**config.mk**
```make
export PLATFORM = sky130hd
export DESIGN_NAME = tx_jabber_guard
export DESIGN_NICKNAME = d
export VERILOG_FILES = /design/src/rtl/jg_pkg.sv /design/src/rtl/jg_counter.sv /design/src/rtl/jg_ctrl.sv /design/src/rtl/tx_jabber_guard.sv
export SDC_FILE = /design/constraint.sdc
export NUM_CORES = 1
export LEC_CHECK = 0
export BUFFER_PORTS_ARGS = -buffer_cell sky130_fd_sc_hd__buf_2
export CAP_MARGIN = 10
export CORE_AREA = 2 2 43 74
export CTS_CLUSTER_SIZE = 30
export DETAILED_ROUTE_END_ITERATION = 12
export DIE_AREA = 0 0 45 76
export PLACE_DENSITY_LB_ADDON = 0.25
export SLEW_MARGIN = 20
export SYNTH_ARGS = -nofsm -noshare
export SYNTH_HDL_FRONTEND = slang
export SYNTH_HIERARCHICAL = 1
export SYNTH_SLANG_ARGS = --single-unit
```
**constraint.sdc**
```tcl
create_clock -name clk -period 6.2 [get_ports clk]
set_input_delay 0.62 -clock clk [delete_from_list [all_inputs] [get_ports clk]]
set_output_delay 0.62 -clock clk [all_outputs]
set_load 0.03 [all_outputs]
```
**src/rtl/jg_pkg.sv**
```systemverilog
package jg_pkg;
    typedef enum logic [1:0] {
        ST_IDLE    = 2'd0,
        ST_ACTIVE  = 2'd1,
        ST_LOCKOUT = 2'd2,
        ST_REARM   = 2'd3
    } jg_state_e;
endpackage

```
**src/rtl/jg_counter.sv**
```systemverilog
module jg_counter #(
    parameter int CW = 23
) (
    input  logic          clk,
    input  logic          rst_n,
    input  logic          clr,
    input  logic          inc,
    output logic [CW-1:0] cnt
);
    always_ff @(posedge clk) begin
        if (!rst_n)   cnt <= '0;
        else if (clr) cnt <= '0;
        else if (inc) cnt <= cnt + 1'b1;
    end
endmodule

```
**src/rtl/jg_ctrl.sv**
```systemverilog
module jg_ctrl
    import jg_pkg::*;
#(
    parameter int LIMIT_BITS = 50000,
    parameter int LOCK_BITS  = 5250000,
    parameter int CW         = 23
) (
    input  logic          clk,
    input  logic          rst_n,
    input  logic          bit_tick,
    input  logic          tx_req,
    input  logic          jab_inhibit,
    input  logic [CW-1:0] cnt,
    output logic          cnt_clr,
    output logic          cnt_inc,
    output logic          tx_en_out,
    output logic          jab_flag
);
    localparam logic [CW-1:0] LIM_V  = CW'(LIMIT_BITS);
    localparam logic [CW-1:0] LAST_V = CW'(LOCK_BITS - 1);

    jg_state_e state_q, state_d;
    logic      trip, lock_done;

    assign trip      = bit_tick && tx_req && (cnt == LIM_V);
    assign lock_done = bit_tick && (cnt == LAST_V);

    // next-state and counter control
    always_comb begin
        state_d = state_q;
        cnt_clr = 1'b0;
        cnt_inc = 1'b0;
        unique case (state_q)
            ST_IDLE, ST_ACTIVE: begin
                if (!tx_req) begin
                    state_d = ST_IDLE;
                    cnt_clr = 1'b1;
                end else if (trip) begin
                    state_d = ST_LOCKOUT;
                    cnt_clr = 1'b1;
                end else begin
                    state_d = ST_ACTIVE;
                    cnt_inc = bit_tick;
                end
            end
            ST_LOCKOUT: begin
                cnt_inc = bit_tick;
                if (lock_done) begin
                    state_d = ST_REARM;
                    cnt_clr = 1'b1;
                end
            end
            ST_REARM: begin
                cnt_clr = 1'b1;
                if (!tx_req) state_d = ST_IDLE;
            end
            default: state_d = ST_IDLE;
        endcase
        if (jab_inhibit) begin
            state_d = ST_IDLE;
            cnt_clr = 1'b1;
            cnt_inc = 1'b0;
        end
    end

    // state register
    always_ff @(posedge clk) begin
        if (!rst_n) state_q <= ST_IDLE;
        else        state_q <= state_d;
    end

    // outputs
    always_comb begin
        if (jab_inhibit) begin
            tx_en_out = tx_req;
            jab_flag  = 1'b0;
        end else begin
            tx_en_out = tx_req && (state_q == ST_IDLE || state_q == ST_ACTIVE);
            jab_flag  = (state_q == ST_LOCKOUT);
        end
    end

    // an enabled output never coexists with an overrun count
    p_out_bound_r3: assert property (@(posedge clk) disable iff (!rst_n)
        (tx_en_out && !jab_inhibit) |-> (cnt <= LIM_V));

    // the flag only rises after a transmission was being requested
    p_flag_rise_r3: assert property (@(posedge clk) disable iff (!rst_n)
        $rose(jab_flag) |-> $past(tx_req));

    // a low request empties the count by the next cycle
    p_cnt_clear_r4: assert property (@(posedge clk) disable iff (!rst_n)
        (!jab_inhibit && !tx_req && (state_q == ST_IDLE || state_q == ST_ACTIVE))
        |=> (cnt == '0));

    // a request held high after lockout stays blocked
    p_rearm_hold_r7: assert property (@(posedge clk) disable iff (!rst_n)
        (state_q == ST_REARM && tx_req && !jab_inhibit)
        |=> (!tx_en_out || jab_inhibit));

    // inhibit always returns the machine to IDLE
    p_inh_cancel_r9: assert property (@(posedge clk) disable iff (!rst_n)
        jab_inhibit |=> (state_q == ST_IDLE));
endmodule

```
**src/rtl/tx_jabber_guard.sv**
```systemverilog
module tx_jabber_guard #(
    parameter int LIMIT_BITS = 50000,
    parameter int LOCK_BITS  = 5250000
) (
    input  logic clk,
    input  logic rst_n,
    input  logic bit_tick,
    input  logic tx_req,
    input  logic jab_inhibit,
    output logic tx_en_out,
    output logic jab_flag
);
    localparam int SPAN = (LIMIT_BITS > LOCK_BITS) ? LIMIT_BITS : LOCK_BITS;
    localparam int CW   = $clog2(SPAN + 1);

    logic [CW-1:0] cnt;
    logic          cnt_clr, cnt_inc;

    jg_counter #(.CW(CW)) u_cnt (
        .clk   (clk),
        .rst_n (rst_n),
        .clr   (cnt_clr),
        .inc   (cnt_inc),
        .cnt   (cnt)
    );

    jg_ctrl #(
        .LIMIT_BITS (LIMIT_BITS),
        .LOCK_BITS  (LOCK_BITS),
        .CW         (CW)
    ) u_ctrl (
        .clk         (clk),
        .rst_n       (rst_n),
        .bit_tick    (bit_tick),
        .tx_req      (tx_req),
        .jab_inhibit (jab_inhibit),
        .cnt         (cnt),
        .cnt_clr     (cnt_clr),
        .cnt_inc     (cnt_inc),
        .tx_en_out   (tx_en_out),
        .jab_flag    (jab_flag)
    );
endmodule

```
# == Word level (Yosys, flattened, before mapping) ==
# Cells that the tools add are included.
# totals
memories,0
ramBits,0
register_bits,25
latch_bits,0
wordCells,37
in_bits,5
mem_bits_ro,0
# op_classes
muxes,16
mul,0
reduce_logical,10
n_addsub,1
magnitude_cmp,0
div,0
shifts,0
n_bitwise,1
eq_ne,7
# op_table
operator,count
23-bit by 1-bit adder with 23-bit output (second input constant),1
23-bit by 16-bit == test with 1-bit output (second input constant),1
23-bit == test (second input constant),1
1-bit two-way mux,9
2-bit two-way mux,4
2-bit case mux with 3 select lines,1
2-bit OR reduction,3
2-bit == test (second input constant),2
1-bit logical AND,4
1-bit case mux with 3 select lines,1
2-bit by 1-bit == test with 1-bit output (second input constant),1
2-bit zero test,1
2-bit by 1-bit inequality test with 1-bit output (second input constant),1
2-bit inequality test (second input constant),1
1-bit case mux with 2 select lines,1
2-bit AND reduction,1
1-bit logical OR,1
1-bit NOT,1

# == Logic depth before layout (Yosys ltp) ==
# Gate-level depths: netlist of run 1.
# logic_depth
ltp_word,7
mapped_depth,10

# == Hierarchy ==
# The synthesis of run 1 kept the hierarchy.
# modules_own_cells
mod,area_per_inst_um2,cells_each,n_inst,seq_area_each_um2
jg_counter,1083.5,130,1,460.4
jg_ctrl,256.5,38,1,40.0

# == Least setup slack after synthesis of run 1 ==
# OpenSTA, ideal clock, no wires.
# synth_path
path_kind,input to register
startpoint,input tx_req
endpoint,register u_cnt.cnt[17]
t_required_ns,6.130
arrival_time_ns,2.300
setup_slack_ns,3.829
setup_time_ns,0.070
path_buffers,2
stages,10
cell_sequence,inv_1 > nor2_1 > o21ai_0 > a21oi_1 > buf_4 > nand4_2 > or3_1 > buf_2 > or4_1 > a21oi_1
# synth_lines
item,line,text
start: declaration,tx_jabber_guard.sv:8,"input logic tx_req,"
1-bit logical AND (2 in a row),jg_ctrl.sv:25,assign trip = bit_tick && tx_req && (cnt == LIM_V);
1-bit two-way mux,jg_ctrl.sv:38,end else if (trip) begin
1-bit two-way mux *,jg_ctrl.sv:35,if (!tx_req) begin
1-bit case mux with 2 select lines *,jg_ctrl.sv:33,unique case (state_q)
1-bit two-way mux *,jg_ctrl.sv:59,if (jab_inhibit) begin
named net cnt_inc,tx_jabber_guard.sv:17,"logic cnt_clr, cnt_inc;"
end signal: assignment,jg_counter.sv:13,else if (inc) cnt <= cnt + 1'b1;
end: declaration,jg_counter.sv:8,output logic [CW-1:0] cnt
# The timed path passes the listed nets; every way through them passes the cells marked *.
# A chain may end at the register's enable or synchronous reset.

# == Worst setup path in the final report of run 1 ==
# layout_path
startpoint,register u_cnt.cnt[12]
endpoint,register u_cnt.cnt[21]
# layout_lines
item,line
23-bit by 16-bit == test with 1-bit output,jg_ctrl.sv:25
1-bit logical AND,jg_ctrl.sv:25
1-bit two-way mux,jg_ctrl.sv:38
1-bit two-way mux,jg_ctrl.sv:35
1-bit case mux with 2 select lines,jg_ctrl.sv:33
1-bit two-way mux,jg_ctrl.sv:59
named net cnt_inc,tx_jabber_guard.sv:17
# The timed path passes the listed nets, and every way through them passes these cells.

==> results of run 1 <==
-- area by class of cell --
type,count,area (um2)
fill,291,1450
multi-input combinational,128,778
sequential,25,500
clock buffer,3,41.3
tap,28,35.0
timing repair buffer,6,30.0
inverter,7,26.3
clock inverter,1,5.00
-- cells in the mapped netlist, drive strengths merged (3+ instances only) --
cell | count | share of area, %
a21oi | 10 | 3.7
clkbuf | 6 | 1.7
dfxtp | 25 | 37
inv | 7 | 2.0
nand2 | 14 | 3.9
nand3 | 10 | 3.7
nand4 | 8 | 4.2
nor2 | 20 | 6.2
nor3 | 5 | 1.9
nor4 | 6 | 2.8
o21ai | 6 | 2.2
o31ai | 5 | 2.8
or3 | 3 | 1.4
or4 | 5 | 2.8
xnor2 | 8 | 5.2
xor2 | 3 | 2.0
-- state kept, by name, summed over array words and instances, names as in the netlist --
signal,cells
u_cnt/cnt,23
u_ctrl/state_q,2
-- power by group through the flow --
stage / clock network (mW) / logic, mW / registers [mW]
6_report: 0.0946 / 0.00964 / 0.161
5_1_grt: 0.108 / 0.0108 / 0.161
4_1_cts: 0.100 / 0.00961 / 0.161
3_5_place_dp: 0 / 0.00955 / 0.165
3_3_place_gp: 0 / 0.00917 / 0.165
2_1_floorplan: 0 / 0.00651 / 0.165
-- tightest hold or removal path: cells and delay by family (launching register included) --
kind | cells | cell delay, ns
flip-flops | 1 | 0.34
AO/OA/AOI/OAI | 2 | 0.13
-- stage by stage --
stage               total power, mW  util, %  hold slack [ns]
floorplan                     0.171        -            0.461
global placement              0.174     47.9            0.486
detailed placement            0.174     47.9            0.482
CTS                           0.271     49.5            0.500
global route                  0.280     49.5            0.534
finish                        0.265     49.5            0.504
-- how the worst min path moves through the flow --
stage,start,end,slack [ns],cells after the start
detailed placement,u_cnt/cnt[17],u_cnt/cnt[17],0.48,2
floorplan,u_cnt/cnt[17],u_cnt/cnt[17],0.46,2
finish,u_cnt/cnt[17],u_cnt/cnt[17],0.50,2
CTS,u_cnt/cnt[17],u_cnt/cnt[17],0.50,2
global placement,u_cnt/cnt[17],u_cnt/cnt[17],0.49,2
global route,u_ctrl/state_q[0],u_ctrl/state_q[0],0.53,2
-- routing by layer --
| metal | wire [um] | up-vias | global-route usage (%) |
|---|---|---|---|
| li1 | - | 615 | - |
| met1 | 1150 | 568 | 20.4 |
| met2 | 1650 | 41 | 34.0 |
| met3 | 123 | 10 | 3.32 |
| met4 | 72 | 0 | 8.24 |
| met5 | 0 | - | 0 |
-- kinds of logic after synthesis --
family	after synthesis
AND/OR/NAND/NOR	85
AO/OA/AOI/OAI	30
flip-flops	25
buffers and inverters	15
XOR/XNOR	11
multiplexers	1
adder cells (fa/ha/maj)	1
==> results.md, run 1 <==
- Status: finished clean
- Placed Cells: 194
- Antenna Nets Post-Route: 0
- Post-synth EDFFs: 0
- Minimum clock period: 2.99 ns
- Register bit total from synthesis: 25
- Starting Density: 46.8%
- Mux share of post-synthesis cell area: 0.747%
- Switching Share: 21.3%
- Synth Area in XOR/XNOR: 7.19%
- Layout Nets: 177
- Internal power: 0.209 mW
- CTS tree: yes
- Chip width: 45 um
- Detailed-route DRC error count: 0
- Ports: 7
- Initial antenna violation count: 0
- RePlAce Congestion: 0.855
- Critical path class: flop to flop
- H-tree depth: 1
- Net Sw Power: 0.0565 mW
- Core region area: 2860 um2
- Crit path launch: u_cnt/cnt[12]
- Clock Skew: 0.00655 ns
- Seq/Total Area, Yosys: 37.3%
- Cell mode on critical path: a21oi_1
- Clk pwr share: 35.6%
- Adder-cell share of the synthesized area: 0.934%
- PortBufs: 6
- Routed length per instance: 15.1 um
- Delay-heaviest family, CP: simple AND/OR/NAND/NOR gates
- Final Max Tran Viols: 0
- Worst setup EP type: flop
- CP endpoint: u_cnt/cnt[21]
- Worst hold path class: flop to flop
- Post-CTS sizing: 0
- Sequential Power Share: 60.7%
- Worst r2r src: u_cnt/cnt[12]
- Syn Area/Cell: 7.98 um2
- Max Clock Freq: 0.335 GHz
- Layout cell share with drive strength beyond 1: 7.06%
- Number of endpoints failing setup at the final stage: 0
- Diode count: 0
- R2r setup slk: 3.21 ns
- Syn Inst Count: 168
- Post-Route WL: 3.00 mm
- Net Count, Synth: 174
- Period utilization: 48.2%
- Leak: 0.414 nW
- Num Clock Sinks: 25
- DP Worst Slack: 3.03 ns
- CP max stage cell: or3_1
- Ys Warns: 6
- Die height: 76 um
- First-pass GRT wire length: 5.09 mm
- Setup TNS: 0 ns
- CP Max Fanout: 12
- Post-CTS Hold Buffers: 0
- Post-Syn Area: 1340 um2
- Worst-path clk slew: 0.09 ns
- DPL Wire Length: 2.20 mm
- Fraction of registers with async set/reset: 0%
- Clock root buffer master: clkbuf_8
- Vias/cell: 6.23
- Fin. Hold Viols: 0
- Worst path depth: 8
- RSZ-0062 raised after global routing: false
- Largest family of logic cells by synthesized area: simple AND/OR/NAND/NOR gates
- Critical path required time: 6.39 ns
- Most common cell after layout, fill and taps aside: dfxtp_1
- Number of global-route vias before repair: 1208
- Pin count of the biggest net entering global routing: 22
- Synth-to-Final Area Change: 5.70%
- Max-cap violations: 0
- Clock Tree Buf Depth: 2
- Final cell count without fillers: 198
- Placed cell area: 1370 um2
- Worst path arrival time: 3.17 ns
- Capture point of the worst reg-to-reg path: u_cnt/cnt[21]
- Worst Reg2Reg Path Length in Cells: 8
- Maximum vdd drop: 0.0000804 V
- Comb pwr share: 3.6%
- First-pass DRT Iterations: 4
- Cells along the critical path: nor4bb_1 -> nand3_1 -> o21ai_0 -> a21oi_1 -> nand4_2 -> or3_1 -> or4_1 -> a21oi_1
- Setup bufs post-CTS: 0
- Die area: 3420 um2
- Vias: 1234
- Inserted Clock Buffers: 3
- Crit start category: flop
- Distinct cells, synth: 41
- Complex-gate fraction of the synthesized area: 14.2%
- P per Cell Area: 187 nW/um2
- Slowest Stage Delay on Critical Path: 0.57 ns
- Final worst slack: 3.21 ns
- Core Rows: 26
- Total GRT Usage: 19.1%
- Clock Latency Late Sink: 0.27 ns
- Simple-gate share of the synthesized area: 35.0%
- Final Instance Area: 1420 um2
- Worst Path Buf+Inv: 0
- Initial drt markers: 65
- Main flop type after synthesis: dfxtp_1
- Most frequent cells in the layout: 25 x dfxtp_1, 19 x nor2_1, 14 x nand2_1, 10 x nand3_1, 10 x a21oi_1
- Gr ovfl total: 0
- Worst Tran Pin Value: 0.822 ns
- Worst rel slew slack: 45.2%
(Power assumes the default switching activity.)
==> inputs of run 2 (changes only) <==
Settings changed: ABC_AREA set to 1, CORE_AREA 2 2 43 74 to 2 2 46 79, DIE_AREA 0 0 45 76 to 0 0 48 81.
Clock period 6.2 ns to 2.5 ns, I/O delays scaled along.
==> results.md, run 2 <==
- Worst r2r src: u_cnt/cnt[0]
- First-pass GRT wire length: 5.88 mm (+15%)
- Comb pwr share: 4.3% (+0.7 points)
- Vias/cell: 5.07 (-19%)
- Final Max Tran Viols: 0 (unchanged)
- Cells along the critical path: nor2_1 -> nand3_1 -> nor2_2 -> nand4_2 -> nand4_1 -> a21oi_1 -> nand2_1 -> nor2_4 -> nand2_4 -> nor2_4 -> nand3_1 -> nand2_1 -> nor2_1
- Vias: 1532 (+24%)
- Complex-gate fraction of the synthesized area: 11.4% (-2.7 points)
- Maximum vdd drop: 0.000268 V (+230%)
- Clock Tree Buf Depth: 2 (unchanged)
- Initial drt markers: 43 (-34%)
- Distinct cells, synth: 27 (-34%)
- Status: finished clean
- Core Rows: 28 (+7.7%)
- Initial antenna violation count: 0 (unchanged)
- Chip width: 48 um (+6.7%)
- Post-synth EDFFs: 0 (unchanged)
- Crit path launch: u_cnt/cnt[0]
- Final Power: 0.677 mW (+160%)
- Clk pwr share: 36.6% (+1.0 points)
- Setup bufs post-CTS: 0 (unchanged)
- Ports: 7 (unchanged)
- Final Util: 50.8% (+1.4 points)
- Met3 wire len: 52 um (-58%)
- Net Count, Synth: 253 (+45%)
- Period utilization: 80.1% (+32 points)
- Crit start category: flop
- Register bit total from synthesis: 25 (unchanged)
- Routed length per instance: 11.9 um (-21%)
- Hold WS: 0.234 ns (-0.270 ns)
- Worst rel slew slack: 76.9% (+32 points)
- Hold Crit Start: rst_n
- Simple-gate share of the synthesized area: 47.7% (+13 points)
- Number of endpoints failing setup at the final stage: 0 (unchanged)
- Clock Skew: 0.00693 ns (+0.000375 ns)
- CTS tree: yes
- Layout cell share with drive strength beyond 1: 16.0% (+8.9 points)
- Total GRT Usage: 21.1% (+2.0 points)
- Top sig layer: met4
- Fin. Hold Viols: 0 (unchanged)
- Layout Nets: 264 (+49%)
- Die area: 3890 um2 (+14%)
- Most common cell after layout, fill and taps aside: nand2_1
- Worst hold path class: input port to flop
- Antenna Nets Post-Route: 0 (unchanged)
- Post-CTS Hold Buffers: 0 (unchanged)
- Adder-cell share of the synthesized area: 0.806% (-0.13 points)
- Max-cap violations: 0 (unchanged)
- Largest register FFs: 23 (unchanged)
- Critical path class: flop to flop
- PortBufs: 6 (unchanged)
- Minimum clock period: 2.00 ns (-0.982 ns)
- Net Sw Power: 0.156 mW (+180%)
- Biggest regs: u_cnt/cnt x23, u_ctrl/state_q x2
- RePlAce Congestion: 0.890 (+4.1%)
- Met1 Routed Length: 1.52 mm (+32%)
- CP Max Fanout: 8 (-4)
- Sequential Power Share: 59.1% (-1.6 points)
- Critical path required time: 2.67 ns (-3.72 ns)
- H-tree depth: 1 (unchanged)
- CP max stage cell: dfxtp_1
- Slowest Stage Delay on Critical Path: 0.47 ns (-0.10 ns)
- Inserted Clock Buffers: 3 (unchanged)
- Die height: 81 um (+6.6%)
- DPL Wire Length: 2.77 mm (+26%)
- Core region area: 3330 um2 (+16%)
- Setup TNS: 0 ns (unchanged)
- Largest cells by area after synthesis: dfxtp_1 32%, nand2_1 13%, nor2_1 11%
- Num Clock Sinks: 25 (unchanged)
- Synth Area in XOR/XNOR: 0% (-7.2 points)
- Worst-path clk slew: 0.09 ns (about the same)
- Fraction of registers with async set/reset: 0% (unchanged)
- Post-Syn Area: 1550 um2 (+16%)
- DR WL met2: 1.90 mm (+15%)
- Syn Inst Count: 247 (+47%)
- Ys Warns: 6 (unchanged)
- Count leader, synth: nand2_1
- Worst setup EP type: flop
- Clock Latency Late Sink: 0.28 ns (about the same)
- Worst path arrival time: 2.18 ns (-0.99 ns)
- RSZ-0062 raised after global routing: false
- Internal power: 0.521 mW (+150%)
- Switching Share: 23.0% (+1.7 points)
- P per Cell Area: 400 nW/um2 (+110%)
- Largest reg by FF count: u_cnt/cnt
- Number of global-route vias before repair: 1368 (+13%)
- Largest family of logic cells by synthesized area: simple AND/OR/NAND/NOR gates
- R2r setup slk: 0.50 ns (-2.72 ns)
- Top cell type's share of synthesized area: 32.2% (-5.1 points)
- Leak: 0.569 nW (+37%)
- Detailed-route DRC error count: 0 (unchanged)
- Diode count: 0 (unchanged)
- Clock root buffer master: clkbuf_8
- Area leader, netlist: dfxtp_1
- Post-CTS sizing: 0 (unchanged)
- Worst Tran Pin Value: 0.344 ns (-0.477 ns)
- Syn Area/Cell: 6.29 um2 (-21%)
- Pin count of the biggest net entering global routing: 22 (unchanged)
- Seq/Total Area, Yosys: 32.2% (-5.1 points)
- Top cells by count, synth: 53 x nand2_1, 46 x nor2_1, 25 x dfxtp_1
- Most frequent cells in the layout: 53 x nand2_1, 46 x nor2_1, 25 x dfxtp_1, 24 x inv_1, 24 x a21oi_1
- Post-Route WL: 3.59 mm (+20%)
- Mux share of post-synthesis cell area: 0% (-0.75 points)
- Main flop type after synthesis: dfxtp_1
- Synth-to-Final Area Change: 8.94%
- First-pass DRT Iterations: 4 (unchanged)
- Starting Density: 46.7% (-0.16 points)
- Max Clock Freq: 0.499 GHz (+49%)
- Gr ovfl total: 0 (unchanged)
[run 2: cell types whose count changed in the layout (fill, tap and decap cells not counted), moves of 5 or more]
cell / before / now
o31ai_1: 5 / 0
nor2_1: 19 / 46
or4_1: 5 / 0
nand3_1: 10 / 23
nor2_2: 0 / 10
a21oi_1: 10 / 24
xnor2_1: 8 / 0
nand2_1: 14 / 53
nand2_2: 0 / 7
inv_1: 7 / 24
nor4_1: 6 / 0
[run 2: routing by layer]
metal | vias up | global-route usage (%)
li1 | 812 | -
met3 | 10 | 2.67
met4 | 0 | 9.46
met5 | - | 0
met1 | 694 | 22.8
met2 | 16 | 37.9
[run 2: cell families (layout without fill, tap and decap cells)]
family	count (synthesis)	after routing
and+or+nand+nor	156	156
DFF	25	25
buffers and inverters	31	41
adders and majority gates	1	1
AOI/OAI and AO/OA	34	34
[run 2: power groups by stage]
stage	clock, mW	sequential (mW)	combinational [mW]
2_1_floorplan	0	0.409	0.0195
3_3_place_gp	0	0.409	0.0294
3_5_place_dp	0	0.409	0.0295
4_1_cts	0.255	0.400	0.0296
5_1_grt	0.269	0.400	0.0331
6_report	0.248	0.400	0.0292
[run 2: through the flow]
stage                     instance area, um2  setup WS [ns]  cells
after detailed placement                1650          0.546    298
after floorplan                         1550          0.787    247
after CTS                               1690          0.493    302
after global routing                    1690          0.298    302
after global placement                  1650          0.551    298
final                                   1690          0.496    302
[run 2: path summary, 6_finish.rpt]
check / depth (start not counted) / endpoint
min: 3 / u_ctrl/state_q[0]
min reg2reg: 2 / u_ctrl/state_q[0]
max: 13 / u_cnt/cnt[15]
max reg2reg: 13 / u_cnt/cnt[15]
[run 2: critical path, delay by kind of cell, from the launching register on]
kind	cells	cell delay [ns]
AND/OR/NAND/NOR	12	1.16
flip-flops	1	0.47
AO/OA/AOI/OAI	1	0.26
[run 2: area by class of cell]
| cell class | count | area (um2) |
|---|---|---|
| multi-input combinational | 191 | 931 |
| fill | 361 | 1640 |
| clock buffer | 3 | 41.3 |
| sequential | 25 | 500 |
| timing repair buffer | 9 | 52.6 |
| inverter | 28 | 105 |
| tap | 45 | 56.3 |
| clock inverter | 1 | 5.00 |
==> inputs of run 3 (changes only) <==
Clock period 2.5 ns to 1.64 ns, I/O delays scaled along.
==> results.md, run 3 (synthesized netlist as in run 2, its figures left out) <==
- Status: complete, but fails checks
- Failing checks: setup timing
- Critical path required time: 1.81 ns (-0.86 ns)
- Antenna Nets Post-Route: 0 (unchanged)
- Total GRT Usage: 24.3% (+3.2 points)
- Die area: 3890 um2 (unchanged)
- Num Clock Sinks: 25 (unchanged)
- RSZ-0062 raised after global routing: true
- Met3 wire len: 70 um (+35%)
- Crit start category: flop
- Chip width: 48 um (unchanged)
- Period utilization: 106% (+26 points)
- P per Cell Area: 465 nW/um2 (+16%)
- Maximum vdd drop: 0.000461 V (+72%)
- Worst rel slew slack: 81.3% (+4.4 points)
- Worst path arrival time: 1.92 ns (-0.26 ns)
- Routed length per instance: 12.5 um (+4.8%)
- Largest reg by FF count: u_cnt/cnt
- DP Worst Slack: -0.181 ns (-0.727 ns)
- Final cell count without fillers: 347 (+15%)
- PortBufs: 6 (unchanged)
- First-pass DRT Iterations: 4 (unchanged)
- Clock Tree Buf Depth: 2 (unchanged)
- Leak: 0.867 nW (+52%)
- DPL Wire Length: 3.20 mm (+15%)
- Vias/cell: 5.02 (-0.98%)
- Post-Route WL: 4.33 mm (+20%)
- Initial drt markers: 20 (-53%)
- Top sig layer: met4
- Inserted Clock Buffers: 3 (unchanged)
- First-pass GRT wire length: 6.87 mm (+17%)
- Clk pwr share: 35.8% (-0.8 points)
- Biggest regs: u_cnt/cnt x23, u_ctrl/state_q x2
- Core Rows: 28 (unchanged)
- Placed Cells: 339 (+14%)
- Diode count: 0 (unchanged)
- CP Max Fanout: 4 (-4)
- Number of global-route vias before repair: 1686 (+23%)
- Worst Reg2Reg Path Length in Cells: 13 (unchanged)
- Post-CTS Hold Buffers: 0 (unchanged)
- Fin. Hold Viols: 0 (unchanged)
- Worst-path clk slew: 0.09 ns (about the same)
- Layout Nets: 309 (+17%)
- Setup TNS: -0.817 ns (-0.817 ns)
- Switching Share: 23.4% (+0.41 points)
- R2r setup slk: -0.10 ns (-0.60 ns)
- Final Max Tran Viols: 0 (unchanged)
- Net Sw Power: 0.247 mW (+58%)
- Initial antenna violation count: 0 (unchanged)
- CTS tree: yes
- Comb pwr share: 6.6% (+2.3 points)
- Clock Latency Late Sink: 0.27 ns (about the same)
- Met1 Routed Length: 1.68 mm (+11%)
- Final worst slack: -0.102 ns (-0.599 ns)
- Sequential Power Share: 57.6% (-1.5 points)
- Starting Density: 46.7% (unchanged)
- Clock Skew: 0.00480 ns (-0.00213 ns)
- Critical path class: flop to flop
- Worst hold path class: input port to flop
- Number of endpoints failing setup at the final stage: 18 (+18)
- Pin count of the biggest net entering global routing: 15 (-32%)
- H-tree depth: 1 (unchanged)
- RePlAce Congestion: 0.914 (+2.6%)
- Worst Tran Pin Value: 0.279 ns (-0.0650 ns)
- Die height: 81 um (unchanged)
- Ports: 7 (unchanged)
- Final Util: 68.1% (+17 points)
- Largest register FFs: 23 (unchanged)
- Layout cell share with drive strength beyond 1: 48.0% (+32 points)
- Worst hold path depth: 3 (unchanged)
- Vias: 1743 (+14%)
- Most common cell after layout, fill and taps aside: nand2_1
- Clock root buffer master: clkbuf_8
- Final Power: 1.05 mW (+56%)
- Max Clock Freq: 0.574 GHz (+15%)
- Core region area: 3330 um2 (unchanged)
- Gr ovfl total: 0 (unchanged)
- Internal power: 0.807 mW (+55%)
- Max-cap violations: 0 (unchanged)
- DR WL met2: 2.38 mm (+25%)
- Worst setup EP type: flop
- Minimum clock period: 1.74 ns (-0.261 ns)
- Synth-to-Final Area Change: 46.0%
- Detailed-route DRC error count: 0 (unchanged)
- Most frequent cells in the layout: 46 x nand2_1, 42 x buf_4, 38 x nor2_1, 21 x inv_1, 20 x a21oi_1
run 3: cell types whose count changed in the layout (fill, tap and decap cells not counted), sizes merged:
| cell | delta |
|---|---|
| buf | +45 |
run 3: layout make-up:
cell class | instances | area (um2)
well taps | 45 | 56.3
inverters | 28 | 108
multi-input cells | 191 | 1120
flip-flops and latches | 25 | 524
clock inverters | 1 | 5.00
clock buffers | 3 | 41.3
fillers | 319 | 1060
repair buffers | 54 | 413
run 3: worst paths after layout:
path                                   startpoint                end
worst max-delay path                u_cnt/cnt[19]      u_cnt/cnt[15]
worst min-delay path                        rst_n  u_ctrl/state_q[0]
worst max register to register      u_cnt/cnt[19]      u_cnt/cnt[15]
worst min register to register  u_ctrl/state_q[0]  u_ctrl/state_q[0]
run 3: critical path, stage by stage (launching register included):
cell and delay [ns]:
dfxtp_2 0.34, nor2_1 0.04, nand2_1 0.10, nor2_2 0.05
nand4_2 0.09, nand4_1 0.11, a21oi_2 0.22, nand2_2 0.09
nor2_4 0.19, nand2_4 0.11, nor2_4 0.15, nand3_2 0.07
nand2_1 0.06, nor2_1 0.04
run 3: what timing repair did:
item,CTS,global route
buffers inserted,2,4
setup endpoints to repair,21,22
resized for setup,24,43
pin swaps,19,22
run 3: metal layers:
layer | vias to the layer above | GRT usage, %
li1 | 899 | -
met1 | 804 | 26.9
met2 | 25 | 42.1
met3 | 15 | 2.44
met4 | 0 | 13.5
met5 | - | 0
run 3: power by group through the flow:
| stage | clock network [mW] | logic, mW | registers, mW |
|---|---|---|---|
| final | 0.377 | 0.0699 | 0.607 |
| after global placement | 0 | 0.0541 | 0.621 |
| after global routing | 0.417 | 0.0769 | 0.608 |
| after CTS | 0.384 | 0.0597 | 0.607 |
| after detailed placement | 0 | 0.0550 | 0.622 |
| after floorplan | 0 | 0.0299 | 0.622 |
run 3: metrics by stage:
stage | instance area [um2] | hold WS [ns]
after floorplan | 1570 | 0.310
after global placement | 1970 | 0.451
after detailed placement | 1970 | 0.448
after CTS | 2100 | 0.160
after global routing | 2270 | 0.163
final | 2270 | 0.158
